**config.mk**
```make
export PLATFORM = sky130hd
export DESIGN_NAME = dma_proc_status
export DESIGN_NICKNAME = d
export VERILOG_FILES = /design/src/rtl/dps_pkg.sv /design/src/rtl/dps_tx_fsm.sv /design/src/rtl/dps_rx_fsm.sv /design/src/rtl/dps_flags.sv /design/src/rtl/dma_proc_status.sv
export SDC_FILE = /design/constraint.sdc
export NUM_CORES = 1
export LEC_CHECK = 0
export BUFFER_PORTS_ARGS = -buffer_cell sky130_fd_sc_hd__buf_2
export CORE_MARGIN = 5
export CORE_UTILIZATION = 48
export CTS_BUF_LIST = sky130_fd_sc_hd__clkbuf_2
export DETAILED_ROUTE_END_ITERATION = 8
export PLACE_DENSITY = 0.95
export SYNTH_ARGS = -nofsm -noshare
export SYNTH_HDL_FRONTEND = slang
export SYNTH_SLANG_ARGS = --single-unit
```
**constraint.sdc**
```tcl
create_clock -name clk -period 2.85 [get_ports clk]
set_clock_uncertainty 0.05 [all_clocks]
set_input_delay 0.57 -clock clk [delete_from_list [all_inputs] [get_ports clk]]
set_output_delay 0.57 -clock clk [all_outputs]
set_load 0.02 [all_outputs]
```
**src/rtl/dps_pkg.sv**
```systemverilog
package dps_pkg;
    localparam int STS_W = 9;

    // flag positions
    localparam int B_TDONE = 0;
    localparam int B_TSTOP = 1;
    localparam int B_TBU   = 2;
    localparam int B_TJAB  = 3;
    localparam int B_ROVF  = 4;
    localparam int B_TUNF  = 5;
    localparam int B_RDONE = 6;
    localparam int B_RBU   = 7;
    localparam int B_RSTOP = 8;

    typedef enum logic [1:0] {
        ST_STOP = 2'd0,
        ST_RUN  = 2'd1,
        ST_SUSP = 2'd2
    } proc_state_e;
endpackage

```
**src/rtl/dps_tx_fsm.sv**
```systemverilog
module dps_tx_fsm
    import dps_pkg::*;
(
    input  logic        clk,
    input  logic        rst_n,
    input  logic        start_i,
    input  logic        stop_i,
    input  logic        desc_vld_i,
    input  logic        desc_dma_i,
    input  logic        done_i,
    input  logic        unf_i,
    input  logic        jab_i,
    input  logic        poll_i,
    output proc_state_e state_o,
    output logic        fetch_en_o,
    output logic        set_done_o,
    output logic        set_stop_o,
    output logic        set_bu_o,
    output logic        set_jab_o,
    output logic        set_unf_o
);
    proc_state_e state_q, state_d;
    logic        running;

    assign running = (state_q == ST_RUN);

    always_ff @(posedge clk) begin
        if (!rst_n) state_q <= ST_STOP;
        else        state_q <= state_d;
    end

    // next state: stop > jabber > underflow > host-owned descriptor
    always_comb begin
        state_d = state_q;
        unique case (state_q)
            ST_STOP: if (!stop_i && start_i) state_d = ST_RUN;
            ST_RUN: begin
                if (stop_i || jab_i)                    state_d = ST_STOP;
                else if (unf_i)                         state_d = ST_SUSP;
                else if (desc_vld_i && !desc_dma_i)     state_d = ST_SUSP;
            end
            ST_SUSP: begin
                if (stop_i)      state_d = ST_STOP;
                else if (poll_i) state_d = ST_RUN;
            end
            default: state_d = ST_STOP;
        endcase
    end

    // outputs and flag set strobes
    always_comb begin
        fetch_en_o = running;
        set_done_o = running && done_i;
        set_jab_o  = running && !stop_i && jab_i;
        set_unf_o  = running && !stop_i && !jab_i && unf_i;
        set_bu_o   = running && !stop_i && !jab_i && !unf_i && desc_vld_i && !desc_dma_i;
        set_stop_o = (state_q != ST_STOP) && (state_d == ST_STOP);
    end

    assign state_o = state_q;
endmodule

```
**src/rtl/dps_rx_fsm.sv**
```systemverilog
module dps_rx_fsm
    import dps_pkg::*;
(
    input  logic        clk,
    input  logic        rst_n,
    input  logic        start_i,
    input  logic        stop_i,
    input  logic        desc_vld_i,
    input  logic        desc_dma_i,
    input  logic        done_i,
    input  logic        ovf_i,
    input  logic        poll_i,
    input  logic        arrive_i,
    output proc_state_e state_o,
    output logic        fetch_en_o,
    output logic        set_done_o,
    output logic        set_ovf_o,
    output logic        set_bu_o,
    output logic        set_stop_o
);
    proc_state_e state_q, state_d;
    logic        prev_dma_q;   // previous fetched descriptor was DMA-owned
    logic        running;
    logic        starve;

    assign running = (state_q == ST_RUN);
    assign starve  = running && !stop_i && desc_vld_i && !desc_dma_i;

    always_ff @(posedge clk) begin
        if (!rst_n) state_q <= ST_STOP;
        else        state_q <= state_d;
    end

    always_ff @(posedge clk) begin
        if (!rst_n)                          prev_dma_q <= 1'b1;
        else if (state_q == ST_STOP && start_i) prev_dma_q <= 1'b1;
        else if (running && desc_vld_i)      prev_dma_q <= desc_dma_i;
    end

    always_comb begin
        state_d = state_q;
        unique case (state_q)
            ST_STOP: if (!stop_i && start_i) state_d = ST_RUN;
            ST_RUN: begin
                if (stop_i)      state_d = ST_STOP;
                else if (starve) state_d = ST_SUSP;
            end
            ST_SUSP: begin
                if (stop_i)                  state_d = ST_STOP;
                else if (poll_i || arrive_i) state_d = ST_RUN;
            end
            default: state_d = ST_STOP;
        endcase
    end

    always_comb begin
        fetch_en_o = running;
        set_done_o = running && done_i;
        set_ovf_o  = running && ovf_i;
        set_bu_o   = starve && prev_dma_q;
        set_stop_o = (state_q != ST_STOP) && (state_d == ST_STOP);
    end

    assign state_o = state_q;
endmodule

```
**src/rtl/dps_flags.sv**
```systemverilog
module dps_flags
    import dps_pkg::*;
#(
    parameter int W = STS_W
) (
    input  logic         clk,
    input  logic         rst_n,
    input  logic [W-1:0] set_i,
    input  logic [W-1:0] clr_i,
    output logic [W-1:0] flags_o
);
    for (genvar i = 0; i < W; i++) begin : g_bit
        logic q;
        always_ff @(posedge clk) begin
            if (!rst_n)        q <= 1'b0;
            else if (set_i[i]) q <= 1'b1;
            else if (clr_i[i]) q <= 1'b0;
        end
        assign flags_o[i] = q;
    end
endmodule

```
**src/rtl/dma_proc_status.sv**
```systemverilog
module dma_proc_status
    import dps_pkg::*;
(
    input  logic             clk,
    input  logic             rst_n,
    input  logic             tx_start,
    input  logic             tx_stop,
    input  logic             tx_desc_vld,
    input  logic             tx_desc_dma,
    input  logic             tx_done,
    input  logic             tx_underflow,
    input  logic             tx_jabber,
    input  logic             tx_poll,
    input  logic             rx_start,
    input  logic             rx_stop,
    input  logic             rx_desc_vld,
    input  logic             rx_desc_dma,
    input  logic             rx_done,
    input  logic             rx_overflow,
    input  logic             rx_poll,
    input  logic             rx_arrive,
    input  logic [STS_W-1:0] sts_clr,
    output logic [STS_W-1:0] sts,
    output logic [1:0]       tx_state,
    output logic [1:0]       rx_state,
    output logic             tx_fetch_en,
    output logic             rx_fetch_en
);
    proc_state_e      tx_st, rx_st;
    logic             t_done, t_stop, t_bu, t_jab, t_unf;
    logic             r_done, r_ovf, r_bu, r_stop;
    logic [STS_W-1:0] set_vec;

    dps_tx_fsm u_tx (
        .clk(clk), .rst_n(rst_n),
        .start_i(tx_start), .stop_i(tx_stop),
        .desc_vld_i(tx_desc_vld), .desc_dma_i(tx_desc_dma),
        .done_i(tx_done), .unf_i(tx_underflow), .jab_i(tx_jabber),
        .poll_i(tx_poll),
        .state_o(tx_st), .fetch_en_o(tx_fetch_en),
        .set_done_o(t_done), .set_stop_o(t_stop), .set_bu_o(t_bu),
        .set_jab_o(t_jab), .set_unf_o(t_unf)
    );

    dps_rx_fsm u_rx (
        .clk(clk), .rst_n(rst_n),
        .start_i(rx_start), .stop_i(rx_stop),
        .desc_vld_i(rx_desc_vld), .desc_dma_i(rx_desc_dma),
        .done_i(rx_done), .ovf_i(rx_overflow),
        .poll_i(rx_poll), .arrive_i(rx_arrive),
        .state_o(rx_st), .fetch_en_o(rx_fetch_en),
        .set_done_o(r_done), .set_ovf_o(r_ovf),
        .set_bu_o(r_bu), .set_stop_o(r_stop)
    );

    always_comb begin
        set_vec          = '0;
        set_vec[B_TDONE] = t_done;
        set_vec[B_TSTOP] = t_stop;
        set_vec[B_TBU]   = t_bu;
        set_vec[B_TJAB]  = t_jab;
        set_vec[B_ROVF]  = r_ovf;
        set_vec[B_TUNF]  = t_unf;
        set_vec[B_RDONE] = r_done;
        set_vec[B_RBU]   = r_bu;
        set_vec[B_RSTOP] = r_stop;
    end

    dps_flags #(.W(STS_W)) u_flags (
        .clk(clk), .rst_n(rst_n),
        .set_i(set_vec), .clr_i(sts_clr), .flags_o(sts)
    );

    assign tx_state = tx_st;
    assign rx_state = rx_st;
endmodule

```
==> impl_metrics.yaml <==
run_status:
  status: "completed"
floorplan:
  die_w_um: 49.0
  dieArea_um2: 2400
  start_util_pct: 49.6
  core-area_um2: 1470
  die_h_um: 49.0
  io_pins: 42
  row_count: 14
power:
  p_per_area_nw_per_um2: 392
  fin_total_pwr_mw: 0.350
  leakage_nw: 0.430
  irDropWorstVdd_uv: 205
timing:
  hold_viol: 0
  finalSetupViolations: 0
  rsz0062_at_grt: "false"
  max_freq_mhz: 528
  slew_headroom_pct: 77.1
  post-route-period-util_pct: 66.5
  post-route-min-period_ns: 1.89
  worst_pin_slew_ns: 0.339
  setup_tns_ns: 0
  drv_slew: 0
cts:
  clk_latency_ns: 0.26
  post_cts_buffers: 0
  clkTransAtPathRegs_ns: 0.13
  htree_levels: 1
  cts_root_buf: "clkbuf_2"
  clk_path_buf_depth: 2
  postCtsHoldBufs: 0
  cts_tree: "built"
  cts_resized: 0
  cts-buffers-inserted: 3
  cts.sinks: 14
route:
  vias: 672
  avgViaCountPerCell: 5.13
  drc: 0
  drt_iter0_drc: 4
  ant_nets: 0
  wl_per_cell_um: 12.3
  dr.pass1.iters: 4
  routed_wl_mm: 1.61
cells_and_area:
  stdcell_count: 131
  diodes: 0
  nets: 143
  area_growth_pct: 22.1
  layout-drive-gt1-share_pct: 40.0
  finalCoreUtilization_pct: 60.5
  nFillCells: 156
setup_path:
  cp_max_fo: 7
  r2r_end: "u_rx.prev_dma_q"
  rr_worst_depth: 3
  worst-endpoint-arrival_ns: 1.27
  cp_slowest_cell: "dfxtp_1"
  start_kind: "flip-flop"
  r2r-start: "u_rx.state_o[0]"
  rrSetupSlack_ns: 1.46
  critPathCaptureType: "primary output"
  cp-startpoint: "u_rx.state_o[0]"
  endpoint: "rx_fetch_en"
  crit_chain: "nor2b_1, buf_2"
  path_class: "flip-flop to primary output"
  crit_required_ns: 2.23
  cpPeakStageDelay_ns: 0.46
place:
  placed_cells: 127
  io_buffers: 41
  gp_congestion: 0.793
  hpwl_mm: 1.31
global_route:
  grt_pass1_vias: 635
  grt.total_usage_pct: 13.3
  grt_max_degree: 15
  grt_pass1_wl_mm: 2.57
  antenna_found_initial: 0
  overflow: 0
synthesis:
  synth_seq_cells: 14
  syn_area_um2: 729
  avgSynthCellArea_um2: 9.01
  ys_types: 26
  synth_fp_nets: 108
  synth_seq_area_share_pct: 38.4
  synth_cells: 81
  ys.warnings.count: 0
flow_run:
  cap_violations: 0
min_path:
  min_path_cells: 2
  min_path_type: "flip-flop to flip-flop"
-- layout by cell type (no fill, tap or decap) --
cell type and count:
a21boi_1 1, a311o_1 1, clkbuf_2 3, and2_1 2
nor2_1 4, nor2b_1 14, mux2i_1 1, and2b_2 1
nor4b_1 1, or4_1 1, and3b_1 2, nor3b_1 1
a21oi_1 6, o31ai_1 2, o21a_1 3, a32oi_1 2
nor3_1 3, buf_2 41, nand3b_1 1, or4b_4 1
a21boi_0 2, o22ai_1 2, or4b_1 1, clkinv_1 1
inv_1 4, dfxtp_1 14
-- per-layer routing --
metal  track usage (%)  vias to the layer above  part of all wire, %
met4              6.73                        0                 0.81
met2              23.9                       25                   52
met1              13.5                      301                   38
li1                  -                      344                    -
met3              4.28                        2                  9.8
met5                 0                        -                    0
-- cell type report --
class	count	area (um^2)	area share, %
multi-input cells	52	352	39.5
flip-flops and latches	14	280	31.5
repair buffers	41	205	23.0
well taps	16	20.0	2.25
clock buffers	3	15.0	1.69
inverters	4	15.0	1.69
clock inverters	1	3.75	0.421
-- how the worst min path moves through the flow --
| stage | from | end |
|---|---|---|
| after floorplan | u_flags.g_bit[7].q | u_flags.g_bit[7].q |
| after global placement | u_flags.g_bit[7].q | u_flags.g_bit[7].q |
| after detailed placement | u_flags.g_bit[7].q | u_flags.g_bit[7].q |
| after CTS | rx_desc_dma | u_rx.prev_dma_q |
| after global routing | rx_desc_dma | u_rx.prev_dma_q |
| final | u_flags.g_bit[7].q | u_flags.g_bit[7].q |
-- report_power, final --
| part | switching (mW) | leakage, nW | total (mW) | internal [mW] |
|---|---|---|---|---|
| combinational | 0.0276 | 0.302 | 0.0552 | 0.0276 |
| sequential | 0.00372 | 0.114 | 0.204 | 0.200 |
| clock | 0.0601 | 0.0140 | 0.0906 | 0.0305 |
| total | 0.0915 | 0.430 | 0.350 | 0.258 |
-- synth_stat cells, drive strengths merged --
cell type  count  area, um^2
dfxtp         14         280
or4            1        7.51
nor2           4        15.0
nand3b         1        7.51
nor4b          1        8.76
a21oi          6        30.0
o31ai          2        15.0
inv            4        15.0
nor2b         14        87.6
a311o          1        10.0
o22ai          2        12.5
o21a           3        22.5
nor3           3        15.0
clkbuf         1        3.75
a32oi          2        17.5
and2b          1        8.76
nor3b          1        7.51
mux2i          1        10.0
buf           10        78.8
or4b           2        23.8
and3b          2        17.5
and2           2        12.5
a21boi         3        22.5
-- per-stage QoR --
step                hold WS [ns]  cell area, um^2  worst slack (ns)
global route               0.479              891             0.842
global placement           0.446              872              1.20
finish                     0.473              891             0.955
CTS                        0.483              891             0.930
detailed placement         0.451              872              1.17
floorplan                  0.426              729              1.20
-- cell families (layout without fill, tap and decap cells) --
kind of cell | count (synthesis) | in the layout | synth area share (%)
buf+inv | 15 | 49 | 13.4
flops | 14 | 14 | 38.4
mux | 1 | 1 | 1.37
compound gates | 19 | 19 | 17.8
simple gates | 32 | 32 | 29.0
-- critical path, delay by kind of cell, from the launching register on --
family,cells,cell delay [ns]
buf+inv,1,0.23
flops,1,0.46
simple gates,1,0.32
-- state kept, by name, indices dropped and copies added, names as in the netlist --
signal / cells
u_flags.g_bit.q: 9
u_rx.state_o: 2
u_tx.state_o: 2
u_rx.prev_dma_q: 1
Note: power is estimated with default switching activity, not from simulation.
